===== src/rtl/glitch_pkg.sv =====
package glitch_pkg;
  typedef enum logic [1:0] {
    ST_IDLE  = 2'd0,
    ST_ARMED = 2'd1,
    ST_WAIT  = 2'd2,
    ST_PULSE = 2'd3
  } gstate_e;

  localparam logic [7:0] CMD_OFF   = 8'h4F;
  localparam logic [7:0] CMD_WID   = 8'h57;
  localparam logic [7:0] CMD_ARM   = 8'h41;
  localparam logic [7:0] CMD_DIS   = 8'h44;
  localparam logic [7:0] RSP_OK    = 8'h4B;
  localparam logic [7:0] RSP_BAD   = 8'h3F;
  localparam logic [7:0] RSP_DONE  = 8'h47;
endpackage


===== src/rtl/glitch_uart_rx.sv =====
module glitch_uart_rx #(
  parameter int CPB = 16
) (
  input  logic       clk,
  input  logic       rst_n,
  input  logic       rx_i,
  output logic [7:0] data_o,
  output logic       valid_o
);
  localparam int CW = $clog2(CPB + 1);

  logic          r1, r2, busy;
  logic [CW-1:0] ph;
  logic [3:0]    bitn;
  logic [7:0]    sh;

  always_ff @(posedge clk) begin
    if (!rst_n) begin
      r1 <= 1'b1; r2 <= 1'b1; busy <= 1'b0; ph <= '0;
      bitn <= '0; sh <= '0; data_o <= '0; valid_o <= 1'b0;
    end else begin
      r1 <= rx_i;
      r2 <= r1;
      valid_o <= 1'b0;
      if (!busy) begin
        if (!r2) begin
          busy <= 1'b1;
          ph   <= CW'(CPB / 2);
          bitn <= '0;
        end
      end else if (ph != '0) begin
        ph <= ph - 1'b1;
      end else begin
        ph   <= CW'(CPB - 1);
        bitn <= bitn + 1'b1;
        if (bitn == 4'd0) begin
          if (r2) busy <= 1'b0;
        end else if (bitn <= 4'd8) begin
          sh <= {r2, sh[7:1]};
        end else begin
          busy <= 1'b0;
          if (r2) begin
            valid_o <= 1'b1;
            data_o  <= sh;
          end
        end
      end
    end
  end

  a_r12_one_shot: assert property (@(posedge clk) disable iff (!rst_n)
    valid_o |=> !valid_o);
endmodule


===== src/rtl/glitch_uart_tx.sv =====
module glitch_uart_tx #(
  parameter int CPB = 16
) (
  input  logic       clk,
  input  logic       rst_n,
  input  logic [7:0] data_i,
  input  logic       valid_i,
  output logic       ready_o,
  output logic       tx_o
);
  localparam int CW = $clog2(CPB + 1);

  logic          busy;
  logic [9:0]    fr;
  logic [3:0]    n;
  logic [CW-1:0] ph;

  always_ff @(posedge clk) begin
    if (!rst_n) begin
      busy <= 1'b0; fr <= '1; n <= '0; ph <= '0;
    end else if (!busy) begin
      if (valid_i) begin
        fr   <= {1'b1, data_i, 1'b0};
        busy <= 1'b1;
        n    <= '0;
        ph   <= CW'(CPB - 1);
      end
    end else if (ph != '0) begin
      ph <= ph - 1'b1;
    end else begin
      ph <= CW'(CPB - 1);
      fr <= {1'b1, fr[9:1]};
      n  <= n + 1'b1;
      if (n == 4'd9) busy <= 1'b0;
    end
  end

  assign ready_o = !busy;
  assign tx_o    = busy ? fr[0] : 1'b1;
endmodule


===== src/rtl/glitch_cmd.sv =====
module glitch_cmd
  import glitch_pkg::*;
#(
  parameter int CNT_W = 16
) (
  input  logic             clk,
  input  logic             rst_n,
  input  logic [7:0]       rx_data_i,
  input  logic             rx_valid_i,
  input  gstate_e          state_i,
  input  logic             done_i,
  output logic             arm_o,
  output logic             abort_o,
  output logic [CNT_W-1:0] off_o,
  output logic [CNT_W-1:0] wid_o,
  output logic [7:0]       tx_data_o,
  output logic             tx_valid_o,
  input  logic             tx_ready_i
);
  typedef enum logic [1:0] {P_CMD, P_HI, P_LO} pstate_e;

  pstate_e    ps;
  logic       is_w, rp, gp;
  logic [7:0] hi, rbyte;
  logic       tx_go;

  assign tx_valid_o = rp || gp;
  assign tx_data_o  = rp ? rbyte : RSP_DONE;
  assign tx_go      = tx_valid_o && tx_ready_i;

  always_ff @(posedge clk) begin
    if (!rst_n) begin
      ps <= P_CMD; is_w <= 1'b0; rp <= 1'b0; gp <= 1'b0;
      hi <= '0; rbyte <= '0; arm_o <= 1'b0; abort_o <= 1'b0;
      off_o <= '0; wid_o <= '0;
    end else begin
      arm_o   <= 1'b0;
      abort_o <= 1'b0;
      if (tx_go) begin
        if (rp) rp <= 1'b0;
        else    gp <= 1'b0;
      end
      if (done_i) gp <= 1'b1;
      if (rx_valid_i) begin
        case (ps)
          P_CMD: begin
            rp <= 1'b1;
            rbyte <= RSP_OK;
            case (rx_data_i)
              CMD_OFF: begin ps <= P_HI; is_w <= 1'b0; rp <= 1'b0; end
              CMD_WID: begin ps <= P_HI; is_w <= 1'b1; rp <= 1'b0; end
              CMD_ARM: begin
                if (state_i == ST_IDLE) arm_o <= 1'b1;
                else rbyte <= RSP_BAD;
              end
              CMD_DIS: abort_o <= 1'b1;
              default: rbyte <= RSP_BAD;
            endcase
          end
          P_HI: begin hi <= rx_data_i; ps <= P_LO; end
          default: begin
            if (is_w) wid_o <= CNT_W'({hi, rx_data_i});
            else      off_o <= CNT_W'({hi, rx_data_i});
            rp <= 1'b1;
            rbyte <= RSP_OK;
            ps <= P_CMD;
          end
        endcase
      end
    end
  end

  a_r8_arm_only_idle: assert property (@(posedge clk) disable iff (!rst_n)
    arm_o |-> state_i == ST_IDLE);
endmodule


===== src/rtl/glitch_seq.sv =====
module glitch_seq
  import glitch_pkg::*;
#(
  parameter int CNT_W = 16
) (
  input  logic             clk,
  input  logic             rst_n,
  input  logic             trig_i,
  input  logic             arm_i,
  input  logic             abort_i,
  input  logic [CNT_W-1:0] off_i,
  input  logic [CNT_W-1:0] wid_i,
  output gstate_e          state_o,
  output logic             crowbar_o,
  output logic             done_o
);
  logic             t1, t2, t3, edge_seen;
  logic [CNT_W-1:0] cnt, off_a, wid_a;

  assign edge_seen = t2 ^ t3;
  assign crowbar_o = (state_o == ST_PULSE);

  always_ff @(posedge clk) begin
    if (!rst_n) begin
      t1 <= 1'b0; t2 <= 1'b0; t3 <= 1'b0;
      state_o <= ST_IDLE; cnt <= '0; off_a <= '0; wid_a <= '0; done_o <= 1'b0;
    end else begin
      t1 <= trig_i;
      t2 <= t1;
      t3 <= t2;
      done_o <= 1'b0;
      if (abort_i) begin
        state_o <= ST_IDLE;
      end else begin
        case (state_o)
          ST_IDLE: if (arm_i) begin
            state_o <= ST_ARMED;
            off_a <= off_i;
            wid_a <= wid_i;
          end
          ST_ARMED: if (edge_seen) begin
            if (off_a != '0) begin
              state_o <= ST_WAIT; cnt <= off_a - 1'b1;
            end else if (wid_a != '0) begin
              state_o <= ST_PULSE; cnt <= wid_a - 1'b1;
            end else begin
              state_o <= ST_IDLE; done_o <= 1'b1;
            end
          end
          ST_WAIT: begin
            if (cnt != '0) cnt <= cnt - 1'b1;
            else if (wid_a != '0) begin
              state_o <= ST_PULSE; cnt <= wid_a - 1'b1;
            end else begin
              state_o <= ST_IDLE; done_o <= 1'b1;
            end
          end
          default: begin
            if (cnt != '0) cnt <= cnt - 1'b1;
            else begin state_o <= ST_IDLE; done_o <= 1'b1; end
          end
        endcase
      end
    end
  end

  a_r2_idle_holds: assert property (@(posedge clk) disable iff (!rst_n)
    (state_o == ST_IDLE && !arm_i) |=> state_o == ST_IDLE);
  a_r5_pulse_holds: assert property (@(posedge clk) disable iff (!rst_n)
    (state_o == ST_PULSE && cnt != '0 && !abort_i) |=> crowbar_o);
  a_r6_auto_disarm: assert property (@(posedge clk) disable iff (!rst_n)
    (state_o == ST_PULSE && cnt == '0 && !abort_i) |=> (state_o == ST_IDLE && done_o));
  a_r9_abort: assert property (@(posedge clk) disable iff (!rst_n)
    abort_i |=> (state_o == ST_IDLE && !crowbar_o && !done_o));
endmodule


===== src/rtl/glitch_timer.sv =====
module glitch_timer
  import glitch_pkg::*;
#(
  parameter int CLK_HZ       = 37_000_000,
  parameter int BAUD         = 115_200,
  parameter int CLKS_PER_BIT = CLK_HZ / BAUD,
  parameter int CNT_W        = 16
) (
  input  logic       clk,
  input  logic       rst_n,
  input  logic       uart_rx_i,
  output logic       uart_tx_o,
  input  logic       trig_i,
  output logic       crowbar_o,
  output logic [1:0] status_o
);
  logic [7:0]       rx_data, tx_data;
  logic             rx_valid, tx_valid, tx_ready;
  logic             arm, abort, done;
  logic [CNT_W-1:0] off, wid;
  gstate_e          st;

  assign status_o = st;

  glitch_uart_rx #(.CPB(CLKS_PER_BIT)) u_rx (
    .clk(clk), .rst_n(rst_n), .rx_i(uart_rx_i),
    .data_o(rx_data), .valid_o(rx_valid));

  glitch_uart_tx #(.CPB(CLKS_PER_BIT)) u_tx (
    .clk(clk), .rst_n(rst_n), .data_i(tx_data), .valid_i(tx_valid),
    .ready_o(tx_ready), .tx_o(uart_tx_o));

  glitch_cmd #(.CNT_W(CNT_W)) u_cmd (
    .clk(clk), .rst_n(rst_n), .rx_data_i(rx_data), .rx_valid_i(rx_valid),
    .state_i(st), .done_i(done), .arm_o(arm), .abort_o(abort),
    .off_o(off), .wid_o(wid), .tx_data_o(tx_data), .tx_valid_o(tx_valid),
    .tx_ready_i(tx_ready));

  glitch_seq #(.CNT_W(CNT_W)) u_seq (
    .clk(clk), .rst_n(rst_n), .trig_i(trig_i), .arm_i(arm), .abort_i(abort),
    .off_i(off), .wid_i(wid), .state_o(st), .crowbar_o(crowbar_o),
    .done_o(done));
endmodule


===== config.mk =====
export PLATFORM = sky130hd
export DESIGN_NAME = glitch_timer
export DESIGN_NICKNAME = d
export VERILOG_FILES = /design/src/rtl/glitch_pkg.sv /design/src/rtl/glitch_uart_rx.sv /design/src/rtl/glitch_uart_tx.sv /design/src/rtl/glitch_cmd.sv /design/src/rtl/glitch_seq.sv /design/src/rtl/glitch_timer.sv
export SDC_FILE = /design/constraint.sdc
export NUM_CORES = 1
export LEC_CHECK = 0
export BUFFER_PORTS_ARGS = -buffer_cell sky130_fd_sc_hd__buf_2
export CAP_MARGIN = 15
export CORE_UTILIZATION = 55
export DETAILED_ROUTE_END_ITERATION = 6
export GPL_TIMING_DRIVEN = 0
export PLACE_DENSITY = 0.79
export SKIP_LAST_GASP = 1
export SLEW_MARGIN = 20
export SYNTH_ARGS = -nofsm -noshare
export SYNTH_HDL_FRONTEND = slang
export SYNTH_SLANG_ARGS = --single-unit

===== constraint.sdc =====
create_clock -name clk -period 8.35 [get_ports clk]
set_clock_uncertainty 0.2 [all_clocks]
set_input_delay 1.67 -clock clk [delete_from_list [all_inputs] [get_ports clk]]
set_output_delay 1.67 -clock clk [all_outputs]
set_load 0.01 [all_outputs]

== Yosys cells after proc, flatten, opt, wreduce, memory -nomap -nowiden ==
Index checks and enable logic that the tools add are counted.

* Output and inout port bits: 4
* Memories kept: 0
* Memory bits (read-only): 0
* Input port bits: 4
* RAM bits: 0
* Bits in registers: 166
* Bits in latches: 0
* Word-level logic and storage cells: 164

* $mul: 0
* Bitwise logic cells: 11
* Reduce and logical (&&, ||, !) cells: 36
* Magnitude comparators: 1
* Shift operators: 0
* Multiplexer cells: 61
* Add/subtract/negate cells: 7
* Divide/modulo/power cells: 0
* Eq/ne operators: 18

{| class="wikitable"
|+ Operators with widths
! cell !! number
|-
| 2-to-1 mux 16 bit || 5
|-
| 2-to-1 mux 9 bit || 6
|-
| case mux 16 bit (3 select lines) || 1
|-
| nonzero test 16 bit || 3
|-
| subtractor 16 x 1 -> 16 bit (second input constant) || 3
|-
| == test 8 x 7 -> 1 bit (second input constant) || 4
|-
| case mux 8 bit (2 select lines) || 2
|-
| 2-to-1 mux 10 bit || 3
|-
| 2-to-1 mux 1 bit || 24
|-
| 2-to-1 mux 4 bit || 6
|-
| nonzero test 9 bit || 2
|-
| subtractor 9 x 1 -> 9 bit (second input constant) || 2
|-
| AND reduction 4 bit || 4
|-
| AND reduction 3 bit || 5
|-
| 2-to-1 mux 2 bit || 7
|-
| AND reduction 2 bit || 6
|-
| != test 2 bit (second input constant) || 5
|-
| inverter 1 bit || 10
|-
| adder 4 x 1 -> 4 bit (second input constant) || 2
|-
| 2-to-1 mux 8 bit || 1
|-
| 2-to-1 mux 7 bit || 1
|-
| != test 2 x 1 -> 1 bit (second input constant) || 3
|-
| case mux 2 bit (3 select lines) || 1
|-
| nonzero test 2 bit || 3
|-
| other kinds (19) || 25
|}

== Longest topological paths before layout ==
* Depth in word-level cells: 5
* Depth in mapped cells: 11

== By module ==
A second synthesis with hierarchy kept.

* Cell total of the unflattened synthesis: 1,020
* Area total of the unflattened synthesis: 8,264.2 sq um

{| class="wikitable"
|+ By module, submodules not included
! module !! instances !! area an instance (sq um) !! seq. area each (sq um) !! cells an instance
|-
| glitch_seq || 1 || 3,644.7 || 1,081.0 || 496
|-
| glitch_cmd || 1 || 1,908.1 || 1,001.0 || 227
|-
| glitch_uart_rx || 1 || 1,551.5 || 660.6 || 171
|-
| glitch_uart_tx || 1 || 1,159.9 || 460.4 || 126
|}

== Worst setup path before layout ==
No wires, ideal clock.

* Path type: reg-to-output
* Start: reg u_tx.busy
* End: out uart_tx_o
* Arrival: 0.934 ns
* Stages on the path, launching flop included: 4
* Setup slack: 5.546 ns
* Buffers on the path: 2
* Cell sequence: dfxtp_1 > clkbuf_1 > clkbuf_1 > nand2b_1

* Longest elaborated chain between the ends: 1

{| class="wikitable"
|+ RTL lines
! element !! line !! text
|-
| start: declaration || glitch_uart_tx.sv:13 || <nowiki>logic busy;</nowiki>
|-
| start signal: assignment || glitch_uart_tx.sv:20 || <nowiki>busy <= 1'b0; fr <= '1; n <= '0; ph <= '0;</nowiki>
|-
| start signal: assignment || glitch_uart_tx.sv:24 || <nowiki>busy <= 1'b1;</nowiki>
|-
| start signal: assignment || glitch_uart_tx.sv:34 || <nowiki>if (n == 4'd9) busy <= 1'b0;</nowiki>
|-
| 2-to-1 mux 1 bit || glitch_uart_tx.sv:39 || <nowiki>assign tx_o = busy ? fr[0] : 1'b1;</nowiki>
|-
| end: declaration || glitch_timer.sv:12 || <nowiki>output logic uart_tx_o,</nowiki>
|}

No other way between the ends.

== Final worst setup path ==
Same ends and word-level chain as after synthesis.

==> metrics.md <==
| Metric | Value |
|---|---|
| Mapped Cells | `roughly 1100` |
| Rel. slew slack | `33.8%` |
| Total negative setup slack | `0 ns` |
| PortBufs | `7` |
| Pin count of the biggest net entering global routing | `17` |
| Clock sink total | `160` |
| Clk slew on worst S/H paths | `approximately 0.060 ns` |
| Seq cells post-synth | `160` |
| CP arrival | `roughly 1.7 ns` |
| Drt first pass iters | `6` |
| Largest cells by area after synthesis | `dfxtp_1 39%, nand2_1 9.2%, a21oi_1 7.2%, nor2_1 4.7%, mux2i_1 3.4%` |
| Crit path kind | `flip-flop to primary output` |
| P&R area growth vs syn | `10.5%` |
| CTS tree | `done` |
| WL met2 | `9830 um` |
| RSZ-0062 raised after global routing | `false` |
| Ys flop type | `dfxtp_1` |
| Power per cell area | `between 200 and 300 nW/um^2` |
| Crit path launch | `u_tx.busy` |
| Worst slack at placement | `slightly below 5 ns` |
| Drt total wl | `around 22000 um` |
| Reg-to-reg slack, setup | `roughly 5 ns` |
| Routed length on met3 | `1740 um` |
| Worst setup margin | `a little under 5 ns` |
| Placed cell count | `around 1300` |
| Gpl congestion | `between 0.9 and 1` |
| Initial Util | `56.5%` |
| Chip width | `approximately 120 um` |
| Final #Nets | `around 1100` |
| Congestion Overflow GR | `0` |
| DRC violations left | `0` |
| Yosys warnings | `0` |
| Worst R2R Path Depth | `10` |
| DP HPWL | `approximately 16000 um` |
| Final instance area | `just over 9000 um^2` |
| Final-report setup violation count | `0` |
| GRT Overall Usage | `29.3%` |
| CTS root buf | `clkbuf_16` |
| CTS Buffer Depth | `2` |
| Vias in the first global route | `7160` |
| Synth area leader | `dfxtp_1` |
| P_leak | `0.00358 uW` |
| Status | `finished, final reports clean` |
| Row cnt | `44` |
| R2R Path End | `u_seq.cnt[11]` |
| Top sig layer | `met4` |
| CP startpoint kind | `flip-flop` |
| WL met1 | `around 10000 um` |
| Critical path destination | `uart_tx_o` |
| Placed inst area | `8490 um^2` |
| H-tree Lvls | `4` |
| Crit share post-route | `a little over two fifths` |
| Share of layout cells above drive strength 1 | `under 10%` |
| Final Power | `around 2300 uW` |
| Maxcap violations | `0` |
| Non-filler cells, final | `1294` |
| Slew of the pin with the lowest slew margin | `approximately 0.99 ns` |
| Post-synth top area share | `~39%` |
| Total CTS buffers | `17` |
| Initial antenna violation count | `0` |
| IO Count | `8` |
| Peak supply drop | `about 0.18 mV` |
| CTS Hold Bufs | `0` |
| Most frequent cells in the layout | `201 x nand2_1, 160 x dfxtp_1, 118 x a21oi_1` |
| Iter 0 DRT Violations | `just over 1000` |
| Avg WL per Cell | `about 17 um` |
| Die height | `between 100 and 150 um` |
| Vias per inst | `6.12` |
| CP endpoint kind | `primary output` |
| Origin of the critical flop-to-flop path | `u_seq.cnt[0]` |
| Worst-Skew Late Latency | `0.43 ns` |
| Area of the die | `15400 um^2` |
| Post-synthesis sequential area ratio | `between 30% and 40%` |
| ANT cells | `0` |
| Count of flip-flops with a built-in enable after synthesis | `0` |
| Global-route wire length before repair | `around 37000 um` |
| PostCTS Resize Cnt | `0` |
| Mapped Area | `8220 um^2` |
| Final hold vios | `0` |
| Crit path time final | `around 3.5 ns` |
| Crit-path max FO | `10` |
| Commonest non-fill, non-tap cell in the layout | `nand2_1` |
| Required @ worst endpoint | `around 6.5 ns` |
| Setup bufs post-CTS | `0` |
| Peak Freq | `282 MHz` |
| Synth Area per Inst | `7.67 um^2` |
| Core ar. | `~15000 um^2` |
| Vias | `between 7000 and 8000` |
| Pins Over Slew Limit | `0` |
| Synthesized Nets | `about 1100` |
| Synth cell types | `73` |
| Number of nets with antenna violations after routing | `0` |
| Hold/Removal Path Class | `flip-flop to flip-flop` |
| Ys async rst share | `0%` |
## synth_stat cells (4+ instances only)
master    number
nor2b_1        5
a31oi_1       18
nand3_1       25
ha_1          16
and3_1         5
a211oi_1       5
or4_1          7
clkbuf_1      56
nor3_1        29
nand2b_1      16
xnor2_1       10
o21a_1         8
buf_2          5
a21oi_1      118
or2_2          6
nor2_1       103
xor2_1        22
nand4_1       13
dfxtp_1      160
o21ai_0       50
nor4_1        13
mux2i_1       28
a311oi_1       4
and2_1         6
nand2_1      201
inv_1         30
o221ai_1       4
nor3b_1        6
o22ai_1        4
o211ai_1      15
or3_1         11
## worst min path at each step
stage / start / endpoint / depth (start not counted)
2_1_floorplan: u_rx.r1 / u_rx.r2 / 1
3_3_place_gp: u_rx.r1 / u_rx.r2 / 1
3_5_place_dp: u_rx.r1 / u_rx.r2 / 1
4_1_cts: u_rx.r1 / u_rx.r2 / 1
5_1_grt: u_rx.r1 / u_rx.r2 / 1
6_report: u_rx.r1 / u_rx.r2 / 1
## layout make-up
class | instances | area [um^2]
Fill cell | 1301 | 5450
Multi-Input combinational cell | 814 | 4630
Sequential cell | 160 | 3200
Clock buffer | 18 | 429
Buffer | 65 | 274
Tap cell | 184 | 230
Clock inverter | 14 | 158
Inverter | 32 | 120
Timing Repair Buffer | 7 | 35.0
## logic make-up (layout without fill, tap and decap cells)
family / count (synthesis) / after routing / share of synthesized area (%)
mux: 31 / 31 / 3.82
simple gates: 465 / 465 / 26.4
xor+xnor: 32 / 32 / 3.41
fa+ha+maj: 16 / 16 / 2.44
compound gates: 270 / 270 / 20.2
flops: 160 / 160 / 39.0
buf+inv: 97 / 136 / 4.80
## per-layer routing
layer	vias to the layer above	track usage, %
met1	3645	40.6
met3	59	5.13
met2	364	44.8
met5	-	0
met4	0	12.8
li1	3848	-
## metrics by stage
stage / util (%) / hold WS, ns
floorplan: - / 0.186
global placement: 58.4 / 0.194
detailed placement: 58.4 / 0.204
CTS: 62.4 / 0.212
global route: 62.5 / 0.239
finish: 62.5 / 0.208
## power by group
group	switching, uW	internal [uW]
Clock	340	447
Combinational	472	254
Sequential	21.5	784
Total	833	1480
## critical path, stage by stage (launching register included)
cell	delay [ns]
dfxtp_1	0.31
clkbuf_1	0.29
clkbuf_1	0.42
nand2b_1	0.08
buf_2	0.15
## flip-flops by register name, indices dropped and copies added, names as in the netlist, 2 cells and up
| register | cells |
|---|---|
| u_tx.fr | 9 |
| u_tx.n | 4 |
| u_rx.sh | 8 |
| u_tx.ph | 9 |
| u_seq.state_o | 2 |
| u_seq.off_a | 16 |
| u_cmd.ps | 2 |
| u_cmd.off_o | 16 |
| u_cmd.wid_o | 16 |
| u_rx.ph | 9 |
| u_seq.wid_a | 16 |
| u_cmd.rbyte | 3 |
| u_rx.data_o | 8 |
| u_seq.cnt | 16 |
| u_cmd.hi | 8 |
| u_rx.bitn | 4 |
Note: power is estimated with default switching activity, not from simulation.
